<file path="src/rtl/ntsc_seq_pkg.sv">
package ntsc_seq_pkg;
  typedef enum logic [1:0] {
    LVL_BLANK  = 2'b00,
    LVL_SYNC   = 2'b01,
    LVL_BURST  = 2'b10,
    LVL_ACTIVE = 2'b11
  } level_t;

  typedef enum logic [2:0] {
    PH_TOP, PH_PIC, PH_BOT, PH_EQ_A, PH_BROAD, PH_EQ_B
  } phase_t;
endpackage

</file>
<file path="src/rtl/nts_tick_ctr.sv">
module nts_tick_ctr #(
  parameter int LINE_T = 400,
  parameter int TW     = $clog2(LINE_T)
) (
  input  logic          clk,
  input  logic          rst,
  input  logic          half,
  output logic [TW-1:0] tick,
  output logic          last
);
  localparam logic [TW-1:0] FULL_END = TW'(LINE_T - 1);
  localparam logic [TW-1:0] HALF_END = TW'(LINE_T / 2 - 1);

  assign last = half ? (tick == HALF_END) : (tick == FULL_END);

  always_ff @(posedge clk) begin
    if (rst)       tick <= '0;
    else if (last) tick <= '0;
    else           tick <= tick + 1'b1;
  end

  AST_HALF_BOUND: assert property (@(posedge clk) disable iff (rst)
    half |-> tick <= HALF_END);
endmodule

</file>
<file path="src/rtl/nts_vert_ctr.sv">
module nts_vert_ctr
  import ntsc_seq_pkg::*;
#(
  parameter int TOP_L = 35,
  parameter int PIC_L = 192,
  parameter int BOT_L = 27,
  parameter int EQ_N  = 6,
  parameter int CW    = $clog2(TOP_L + PIC_L + BOT_L + EQ_N + 1)
) (
  input  logic          clk,
  input  logic          rst,
  input  logic          adv,
  output phase_t        phase,
  output logic [CW-1:0] cnt,
  output logic          half
);
  logic [CW-1:0] lim;
  phase_t        nxt;
  logic          done;

  always_comb begin
    case (phase)
      PH_TOP:  begin lim = CW'(TOP_L - 1); nxt = PH_PIC;   end
      PH_PIC:  begin lim = CW'(PIC_L - 1); nxt = PH_BOT;   end
      PH_BOT:  begin lim = CW'(BOT_L - 1); nxt = PH_EQ_A;  end
      PH_EQ_A: begin lim = CW'(EQ_N - 1);  nxt = PH_BROAD; end
      PH_BROAD:begin lim = CW'(EQ_N - 1);  nxt = PH_EQ_B;  end
      default: begin lim = CW'(EQ_N - 1);  nxt = PH_TOP;   end
    endcase
  end

  assign done = (cnt == lim);
  assign half = (phase == PH_EQ_A) || (phase == PH_BROAD) || (phase == PH_EQ_B);

  always_ff @(posedge clk) begin
    if (rst) begin
      phase <= PH_TOP;
      cnt   <= '0;
    end else if (adv) begin
      if (done) begin
        phase <= nxt;
        cnt   <= '0;
      end else begin
        cnt <= cnt + 1'b1;
      end
    end
  end

  AST_CNT_IN_PHASE: assert property (@(posedge clk) disable iff (rst)
    cnt <= lim);
endmodule

</file>
<file path="src/rtl/nts_level_dec.sv">
module nts_level_dec
  import ntsc_seq_pkg::*;
#(
  parameter int TW       = 9,
  parameter int SYNC_T   = 29,
  parameter int BP1_T    = 7,
  parameter int BURST_T  = 18,
  parameter int BP2_T    = 40,
  parameter int PIC_T    = 256,
  parameter int EQ_SYNC  = 15,
  parameter int BRD_SYNC = 171
) (
  input  logic [TW-1:0] tick,
  input  phase_t        phase,
  output level_t        level,
  output logic          pix
);
  localparam logic [TW-1:0] E_SYNC  = TW'(SYNC_T);
  localparam logic [TW-1:0] E_BP1   = TW'(SYNC_T + BP1_T);
  localparam logic [TW-1:0] E_BURST = TW'(SYNC_T + BP1_T + BURST_T);
  localparam logic [TW-1:0] E_BP2   = TW'(SYNC_T + BP1_T + BURST_T + BP2_T);
  localparam logic [TW-1:0] E_PIC   = TW'(SYNC_T + BP1_T + BURST_T + BP2_T + PIC_T);
  localparam logic [TW-1:0] E_EQ    = TW'(EQ_SYNC);
  localparam logic [TW-1:0] E_BRD   = TW'(BRD_SYNC);

  always_comb begin
    level = LVL_BLANK;
    pix   = 1'b0;
    case (phase)
      PH_EQ_A, PH_EQ_B: if (tick < E_EQ)  level = LVL_SYNC;
      PH_BROAD:         if (tick < E_BRD) level = LVL_SYNC;
      default: begin
        if (tick < E_SYNC) level = LVL_SYNC;
        else if (tick >= E_BP1 && tick < E_BURST) level = LVL_BURST;
        else if (phase == PH_PIC && tick >= E_BP2 && tick < E_PIC) begin
          level = LVL_ACTIVE;
          pix   = 1'b1;
        end
      end
    endcase
  end
endmodule

</file>
<file path="src/rtl/ntsc_field_seq.sv">
module ntsc_field_seq
  import ntsc_seq_pkg::*;
#(
  parameter int SYNC_T   = 29,
  parameter int BP1_T    = 7,
  parameter int BURST_T  = 18,
  parameter int BP2_T    = 40,
  parameter int PIC_T    = 256,
  parameter int FP_T     = 50,
  parameter int TOP_L    = 35,
  parameter int PIC_L    = 192,
  parameter int BOT_L    = 27,
  parameter int EQ_N     = 6,
  parameter int EQ_SYNC  = 15,
  parameter int BRD_SYNC = 171
) (
  input  logic       clk,
  input  logic       rst,
  output logic [1:0] level,
  output logic       pix_req,
  output logic       line_start,
  output logic       field_start
);
  localparam int LINE_T = SYNC_T + BP1_T + BURST_T + BP2_T + PIC_T + FP_T;
  localparam int TW     = $clog2(LINE_T);
  localparam int CW     = $clog2(TOP_L + PIC_L + BOT_L + EQ_N + 1);
  localparam int RW     = $clog2(PIC_T + 2);

  logic [TW-1:0] tick;
  logic          last, half, pix_c;
  phase_t        phase;
  logic [CW-1:0] cnt;
  level_t        lvl_c;

  nts_tick_ctr #(.LINE_T(LINE_T), .TW(TW)) u_tick (
    .clk(clk), .rst(rst), .half(half), .tick(tick), .last(last)
  );

  nts_vert_ctr #(.TOP_L(TOP_L), .PIC_L(PIC_L), .BOT_L(BOT_L), .EQ_N(EQ_N), .CW(CW)) u_vert (
    .clk(clk), .rst(rst), .adv(last), .phase(phase), .cnt(cnt), .half(half)
  );

  nts_level_dec #(.TW(TW), .SYNC_T(SYNC_T), .BP1_T(BP1_T), .BURST_T(BURST_T),
                  .BP2_T(BP2_T), .PIC_T(PIC_T), .EQ_SYNC(EQ_SYNC), .BRD_SYNC(BRD_SYNC)) u_dec (
    .tick(tick), .phase(phase), .level(lvl_c), .pix(pix_c)
  );

  always_ff @(posedge clk) begin
    if (rst) begin
      level       <= LVL_BLANK;
      pix_req     <= 1'b0;
      line_start  <= 1'b0;
      field_start <= 1'b0;
    end else begin
      level       <= lvl_c;
      pix_req     <= pix_c;
      line_start  <= (tick == '0);
      field_start <= (tick == '0) && (phase == PH_TOP) && (cnt == '0);
    end
  end

  logic [RW-1:0] run_len;
  always_ff @(posedge clk) begin
    if (rst)          run_len <= '0;
    else if (pix_req) run_len <= run_len + 1'b1;
    else              run_len <= '0;
  end

  AST_FIELD_ON_LINE: assert property (@(posedge clk) disable iff (rst)
    field_start |-> line_start);
  AST_LINE_OPENS_SYNC: assert property (@(posedge clk) disable iff (rst)
    line_start |-> level == LVL_SYNC);
  AST_PIX_WITH_ACTIVE: assert property (@(posedge clk) disable iff (rst)
    pix_req == (level == LVL_ACTIVE));
  AST_BURST_AFTER_BLANK: assert property (@(posedge clk) disable iff (rst)
    $rose(level == LVL_BURST) |-> $past(level) == LVL_BLANK);
  AST_PIC_RUN_LEN: assert property (@(posedge clk) disable iff (rst)
    run_len <= RW'(PIC_T));
endmodule

</file>
<file path="config.mk">
export PLATFORM = sky130hd
export DESIGN_NAME = ntsc_field_seq
export DESIGN_NICKNAME = d
export VERILOG_FILES = /design/src/rtl/ntsc_seq_pkg.sv /design/src/rtl/nts_tick_ctr.sv /design/src/rtl/nts_vert_ctr.sv /design/src/rtl/nts_level_dec.sv /design/src/rtl/ntsc_field_seq.sv
export SDC_FILE = /design/constraint.sdc
export NUM_CORES = 1
export LEC_CHECK = 0
export BUFFER_PORTS_ARGS = -buffer_cell sky130_fd_sc_hd__buf_2
export CORE_MARGIN = 3
export CORE_UTILIZATION = 30
export DETAILED_ROUTE_END_ITERATION = 10
export PLACE_DENSITY = 0.47
export SETUP_SLACK_MARGIN = 0.5
export SKIP_CTS_REPAIR_TIMING = 1
export SYNTH_ARGS = -nofsm -noshare
export SYNTH_HDL_FRONTEND = slang
export SYNTH_HIERARCHICAL = 1
export SYNTH_SLANG_ARGS = --single-unit
</file>
<file path="constraint.sdc">
create_clock -name clk -period 6.7 [get_ports clk]
set_clock_uncertainty 0.2 [all_clocks]
set_input_delay 0.335 -clock clk [delete_from_list [all_inputs] [get_ports clk]]
set_output_delay 0.335 -clock clk [all_outputs]
set_load 0.02 [all_outputs]
</file>
==> out/metrics.cfg, run 1 <==
[floorplanning]
die_y_um = 78.2
fp.dieW_um = 78.2
die_area_um2 = 6120
initial_core_util_pct = 32.1
rows = 25
fp.coreArea_um2 = 4880
io_pins = 7

[power]
p_leak_nw = 0.557
p_total_w = 0.000320
pwr_density_cell_nw_per_um2 = 186
vdd_drop_max_mv = 0.0761

[detailed_routing]
route.detailed.drc = 0
via_count = 1281
drtIter0Drc = 82
wl_per_cell_um = 14.1
antenna_left = 0
drt_wl_total_um = 3370
detail_route.first_pass.iterations = 4
routed_via_density = 5.36

[final_layout]
area_delta_synth_final_pct = 9.91
fill_cells = 524
diodes = 0
final_area_um2 = 1720
nets = 177
drive_gt1_share_pct = 18.6

[min_path]
hold_path_class = in2reg
worstHoldStart = rst
min_to = pix_req
min_path_cells = 2

[status]
outcome = finished, final reports clean

[sta]
rsz0062_at_grt = no
worst_slew_pin_slew_ps = 1010
finalMaxSlewViolations = 0
finalCritPeriodShare_pct = 58.2
hold_viol_final = 0
setup_tns_ps = 0
setup_violations = 0
post-route-min-period_ps = 3900
fmax_mhz = 256
slew_headroom_pct = 32.4

[worst_setup_path]
startpoint_type = register
cp_num_buf_inv = 0
critPathCaptureType = register
worstPathRequired_ps = 6720
arrival_ps = 3920
slowest_delay_ps = 930
crit_path_cell_trace = and2b_2 > nand2_1 > o21ai_0 > nand4bb_1 > a2111oi_4 > nor4b_2 > nand4_4 > or4_1 > a31oi_1
reg2reg_to = u_vert/phase[1]
slowest_stage = a2111oi_4
cpLargestDelayFamily = simple AND/OR/NAND/NOR gates
worstRegToRegCells = 9
cp_max_fo = 14
r2r_start = u_vert/phase[2]
ff2ff_setup_slack_ps = 2800
setup.worst_path.class = reg2reg

[global_routing]
grt_use_met1_pct = 15.4
grt_max_degree = 18
overflow = 0
grt_first_pass_wirelength_um = 6050
grt_usage_pct = 12.1
top_usage_layer = met2
antenna_found_initial = 0
use_met2_pct = 19.4
grt_pass1_vias = 1315
use_met3_pct = 2.41

[synthesis]
ys_types = 54
ys_ff_latch = 26
yosys-top-cells-area = dfxtp_1 33%, nor2_1 4.6%, a211oi_2 4.0%
yosysWarningCount = 6
synth_area_per_cell_um2 = 9.49
synth_area_um2 = 1570
yosysSeqAreaShare_pct = 33.3
synthesis.nets = 169
async_flop_share_pct = 0
synth_edf_count = 0
synth_ff_type = dfxtp_1
yosysTopAreaCell = dfxtp_1
synth_top_cell_area_share_pct = 33.3
synth_cells = 165

[clock_network]
clk_pin_slew_worst_paths_ps = 100
cts_root_buffer = clkbuf_8
htreeDepth = 1
numCtsBuffers = 3
insertion_delay_ps = 280
cts_tree = yes
clock-sinks = 26
clockBufferDepth = 2

[run]
drv_cap = 0

[placement]
detailed_place_hpwl_um = 2300
portBuffers = 6
gp_congestion = 0.820
dpl-instance-area_um2 = 1650

## report_power, final
| group | internal, W | switching, W |
|---|---|---|
| combinational | 0.00000947 | 0.0000108 |
| clock | 0.0000801 | 0.0000543 |
| sequential | 0.000158 | 0.00000731 |
## cells in the mapped netlist (2+ instances only)
cell type,instances
buf_6,2
nand3_1,5
mux2i_1,3
nor4_1,5
ha_1,2
nor2_1,19
xor2_1,7
nor2b_1,5
o21ai_0,8
or3_1,6
dfxtp_1,26
nand4_1,3
and3_1,2
nand2_1,11
a211oi_2,5
xnor2_1,5
nor3_2,3
nand2b_1,2
a21oi_1,6
or4_1,2
inv_1,4
a31oi_1,2
## flip-flops by register name (all words and copies together) (netlist names)
name,flops
field_start,1
u_vert/phase,3
u_tick/tick,9
u_vert/cnt,9
level,2
line_start,1
pix_req,1
## how the worst max path moves through the flow
stage,slack (ps),cells past startpoint,end,startpoint
2_1_floorplan,3260,9,u_vert/phase[1],u_vert/phase[2]
3_3_place_gp,2910,9,u_vert/phase[1],u_vert/phase[2]
3_5_place_dp,2820,9,u_vert/phase[1],u_vert/phase[2]
4_1_cts,2770,9,u_vert/phase[1],u_vert/phase[2]
5_1_grt,2550,9,u_vert/phase[1],u_vert/phase[2]
6_report,2800,9,u_vert/phase[1],u_vert/phase[2]
## placed cells by master (no fill, tap or decap), types with 2 or more instances in the layout
| cell | count |
|---|---|
| mux2i_1 | 3 |
| nor2b_1 | 5 |
| ha_1 | 2 |
| or4_1 | 2 |
| a211oi_2 | 5 |
| a21oi_1 | 6 |
| nand3_1 | 5 |
| clkbuf_8 | 3 |
| nand2_1 | 11 |
| and3_1 | 2 |
| xnor2_1 | 5 |
| nor2_1 | 19 |
| nand4_1 | 3 |
| nor3_2 | 3 |
| dfxtp_1 | 26 |
| a31oi_1 | 2 |
| nand2b_1 | 2 |
| buf_2 | 6 |
| or3_1 | 6 |
| inv_1 | 4 |
| o21ai_0 | 8 |
| xor2_1 | 7 |
| nor4_1 | 5 |
## area by class of cell
| class | instances | area [um^2] | area share [%] |
|---|---|---|---|
| inverter | 4 | 15.0 | 0.873 |
| clock inverter | 1 | 30.0 | 1.75 |
| tap | 67 | 83.8 | 4.87 |
| timing repair buffer | 6 | 30.0 | 1.75 |
| clock buffer | 3 | 41.3 | 2.40 |
| multi-input combinational | 132 | 1000 | 58.1 |
| sequential | 26 | 520 | 30.3 |
## routing by layer
layer	wire length (um)	part of all wire [%]
met3	76	2.3
met4	61	1.8
met5	0	0
met1	1710	51
met2	1530	45
## metrics by stage
| step | hold WS, ps | utilization (%) | cells | setup slack, ps |
|---|---|---|---|---|
| finish | 261 | 35.3 | 239 | 2800 |
| global route | 275 | 35.3 | 239 | 2550 |
| CTS | 255 | 35.3 | 239 | 2770 |
| detailed placement | 384 | 33.8 | 235 | 2820 |
| global placement | 366 | 33.8 | 235 | 2910 |
| floorplan | 204 | - | 165 | 3260 |
## cells by family (layout without fill, tap and decap cells)
family,count (synthesis),after routing,share of synthesized area (%)
flops,26,26,33.3
mux,3,3,1.92
fa+ha+maj,2,2,1.60
xor+xnor,12,12,6.71
simple gates,76,76,31.5
compound gates,39,39,22.1
buf+inv,7,14,2.88
## worst register-to-register path, stage by stage (launching register included)
cell and delay (ps):
dfxtp_1 560, and2b_2 290, nand2_1 80, o21ai_0 170
nand4bb_1 300, a2111oi_4 930, nor4b_2 470, nand4_4 190
or4_1 490, a31oi_1 160
Note: power is estimated with default switching activity, not from simulation.
==> run 2, diff against run 1 <==
--- a/config.mk
+++ b/config.mk
@@ -5,11 +5,12 @@
 export SDC_FILE = /design/constraint.sdc
 export NUM_CORES = 1
 export LEC_CHECK = 0
+export ABC_AREA = 1
 export BUFFER_PORTS_ARGS = -buffer_cell sky130_fd_sc_hd__buf_2
 export CORE_MARGIN = 3
 export CORE_UTILIZATION = 30
 export DETAILED_ROUTE_END_ITERATION = 10
-export PLACE_DENSITY = 0.47
+export PLACE_DENSITY = 0.48
 export SETUP_SLACK_MARGIN = 0.5
 export SKIP_CTS_REPAIR_TIMING = 1
 export SYNTH_ARGS = -nofsm -noshare
==> constraint.sdc (replaced) <==
create_clock -name clk -period 3.3 [get_ports clk]
set_clock_uncertainty 0.2 [all_clocks]
set_input_delay 0.165 -clock clk [delete_from_list [all_inputs] [get_ports clk]]
set_output_delay 0.165 -clock clk [all_outputs]
set_load 0.02 [all_outputs]
==> out/metrics.cfg, run 2 <==
[worst_setup_path]
slowest_stage = dfxtp_2
setup.worst_path.class = reg2reg
ff2ff_setup_slack_ps = 900  ; -1900 ps
critPathCaptureType = register
cp_max_fo = 11  ; -3
crit_cells = 13  ; +4
cp_num_buf_inv = 2  ; +2
startpoint_type = register
worstPathRequired_ps = 3270  ; -3450 ps
slowest_delay_ps = 490  ; -440 ps
crit_path_cell_trace = a21oi_2 > a21oi_1 > nand3_1 > nand2_1 > nand3_2 > inv_1 > inv_2 > nor3_4 > nand2_1 > nor2_1 > nand3_1 > xor2_1 > nor2_1
cpLargestDelayFamily = simple AND/OR/NAND/NOR gates
worstRegToRegCells = 13  ; +4
arrival_ps = 2370  ; -1550 ps

[synthesis]
synth_ff_type = dfxtp_1
async_flop_share_pct = 0  ; unchanged
yosysWarningCount = 6  ; unchanged
synth_fa_ha_area_share_pct = 1.48  ; -0.12 points
ys_ff_latch = 26  ; unchanged
synth_top_family_by_area = simple AND/OR/NAND/NOR gates
yosysSeqAreaShare_pct = 30.7  ; -2.5 points
synthTopCellsByCount = 69 x nand2_1, 56 x nor2_1, 36 x inv_1
yosysMostFrequentCell = nand2_1
synth_cells = 269  ; +63%
yosysTopAreaCell = dfxtp_1
synthesis.nets = 273  ; +62%
ys_types = 28  ; -48%
synth_area_um2 = 1690  ; +8.2%
synth_area_per_cell_um2 = 6.29  ; -34%
synth_top_cell_area_share_pct = 30.7  ; -2.5 points
yosys-top-cells-area = dfxtp_1 31%, nand2_1 15%, nor2_1 12%
synth_xor_area_share_pct = 4.14  ; -2.6 points
synth_edf_count = 0  ; unchanged
synth-simple-area-share_pct = 48.3  ; +17 points
synth_compound_area_share_pct = 5.76  ; -16 points
synth_mux_area_share_pct = 0  ; -1.9 points

[floorplanning]
fp.coreArea_um2 = 5270  ; +8.0%
io_pins = 7  ; unchanged
die_area_um2 = 6580  ; +7.5%
initial_core_util_pct = 32.1  ; +0.046 points
die_y_um = 81.1  ; +3.7%
rows = 26  ; +4.0%
fp.dieW_um = 81.1  ; +3.7%

[detailed_routing]
drtIter0Drc = 78  ; -4.9%
via_count = 1518  ; +19%
route.detailed.drc = 0  ; unchanged
drt_wl_total_um = 3500  ; +3.7%
wl_per_cell_um = 9.99  ; -29%
routed_via_density = 4.34  ; -19%
detail_route.first_pass.iterations = 4  ; unchanged
antenna_left = 0  ; unchanged

[global_routing]
grt_max_degree = 14  ; -4
grt_pass1_vias = 1334  ; +1.4%
grt_first_pass_wirelength_um = 6040  ; -0.23%
grt_usage_pct = 11.6  ; -0.41 points
overflow = 0  ; unchanged
antenna_found_initial = 0  ; unchanged

[final_layout]
final_core_util_pct = 35.5  ; +0.26 points
nets = 286  ; +62%
area_delta_synth_final_pct = 10.6
layout_commonest_cell = nand2_1
final_area_um2 = 1870  ; +8.8%
diodes = 0  ; unchanged
drive_gt1_share_pct = 15.4  ; -3.2 points
reg.largest.list = u_tick/tick (9), u_vert/cnt (9), u_vert/phase (3)
final_cell_mix = 69 x nand2_1, 56 x nor2_1, 36 x inv_1

[power]
p_leak_nw = 0.812  ; +46%
vdd_drop_max_mv = 0.125  ; +64%
p_total_w = 0.000535  ; +67%
pwr_density_cell_nw_per_um2 = 286  ; +54%

[sta]
fmax_mhz = 416  ; +62%
worst_slew_pin_slew_ps = 414  ; -600 ps
setup_tns_ps = 0  ; unchanged
hold_viol_final = 0  ; unchanged
hold_slack_ps = 297  ; +35.9 ps
rsz0062_at_grt = no
finalCritPeriodShare_pct = 72.8  ; +15 points
setup_violations = 0  ; unchanged
slew_headroom_pct = 72.3  ; +40 points
post-route-min-period_ps = 2400  ; -1500 ps
finalMaxSlewViolations = 0  ; unchanged

[min_path]
hold_path_class = reg2reg
min_path_cells = 1  ; -1

[clock_network]
cts_root_buffer = clkbuf_8
htreeDepth = 1  ; unchanged
insertion_delay_ps = 270  ; about the same
cts_tree = yes
clock-sinks = 26  ; unchanged
numCtsBuffers = 3  ; unchanged
clockBufferDepth = 2  ; unchanged
clk_pin_slew_worst_paths_ps = 90  ; about the same

[status]
outcome = finished, final reports clean

[placement]
portBuffers = 6  ; unchanged
dpl-instance-area_um2 = 1820  ; +10%
detailed_place_hpwl_um = 2710  ; +17%
gp_congestion = 0.757  ; -7.6%

[run]
drv_cap = 0  ; unchanged

## run 2: changes by cell type in the layout (fill, tap and decap cells not counted), sizes merged, moves of 3 or more
cell,delta
or4,-3
a211oi,-6
or3,-7
nand3,+14
inv,+38
nand2,+65
nor2b,-5
mux2i,-3
nor3,+4
nor4,-6
nor2,+45
## run 2: cells by family after synthesis
| kind of cell | Yosys count |
|---|---|
| XOR/XNOR | 8 |
| AO/OA/AOI/OAI | 16 |
| flip-flops | 26 |
| AND/OR/NAND/NOR | 174 |
| adder cells (fa/ha/maj) | 2 |
| buffers and inverters | 43 |
## run 2: per-layer routing
layer  wire length (um)  up-vias  GRT usage (%)
li1                   -      846              -
met2               1480       12           18.1
met3                 81        2           2.00
met1               1900      658           16.1
met4                 31        0           4.05
met5                  0        -              0
## run 2: report_power, final
part            total, W  switching [W]  internal [W]
registers       0.000325     0.00000568      0.000320
logic          0.0000301      0.0000191     0.0000110
clock network   0.000180      0.0000980     0.0000818
total           0.000535       0.000123      0.000413
## run 2: metrics by stage
| stage | cells | setup WS, ps |
|---|---|---|
| floorplan | 269 | 1050 |
| global placement | 346 | 775 |
| detailed placement | 346 | 711 |
| CTS | 349 | 701 |
| global route | 350 | 618 |
| finish | 350 | 896 |
## run 2: final cells by class
class | instances | area, um^2
Fill cell | 619 | 3400
Multi-Input combinational cell | 200 | 1010
Clock buffer | 3 | 41.3
Sequential cell | 26 | 523
Inverter | 43 | 161
Timing Repair Buffer | 8 | 47.5
Tap cell | 70 | 87.6
## run 2: path summary, 6_finish.rpt
check	from	endpoint
setup / recovery	u_vert/phase[1]	u_vert/cnt[8]
hold / removal	u_tick/tick[0]	u_tick/tick[0]
setup reg to reg	u_vert/phase[1]	u_vert/cnt[8]
hold reg to reg	u_tick/tick[0]	u_tick/tick[0]
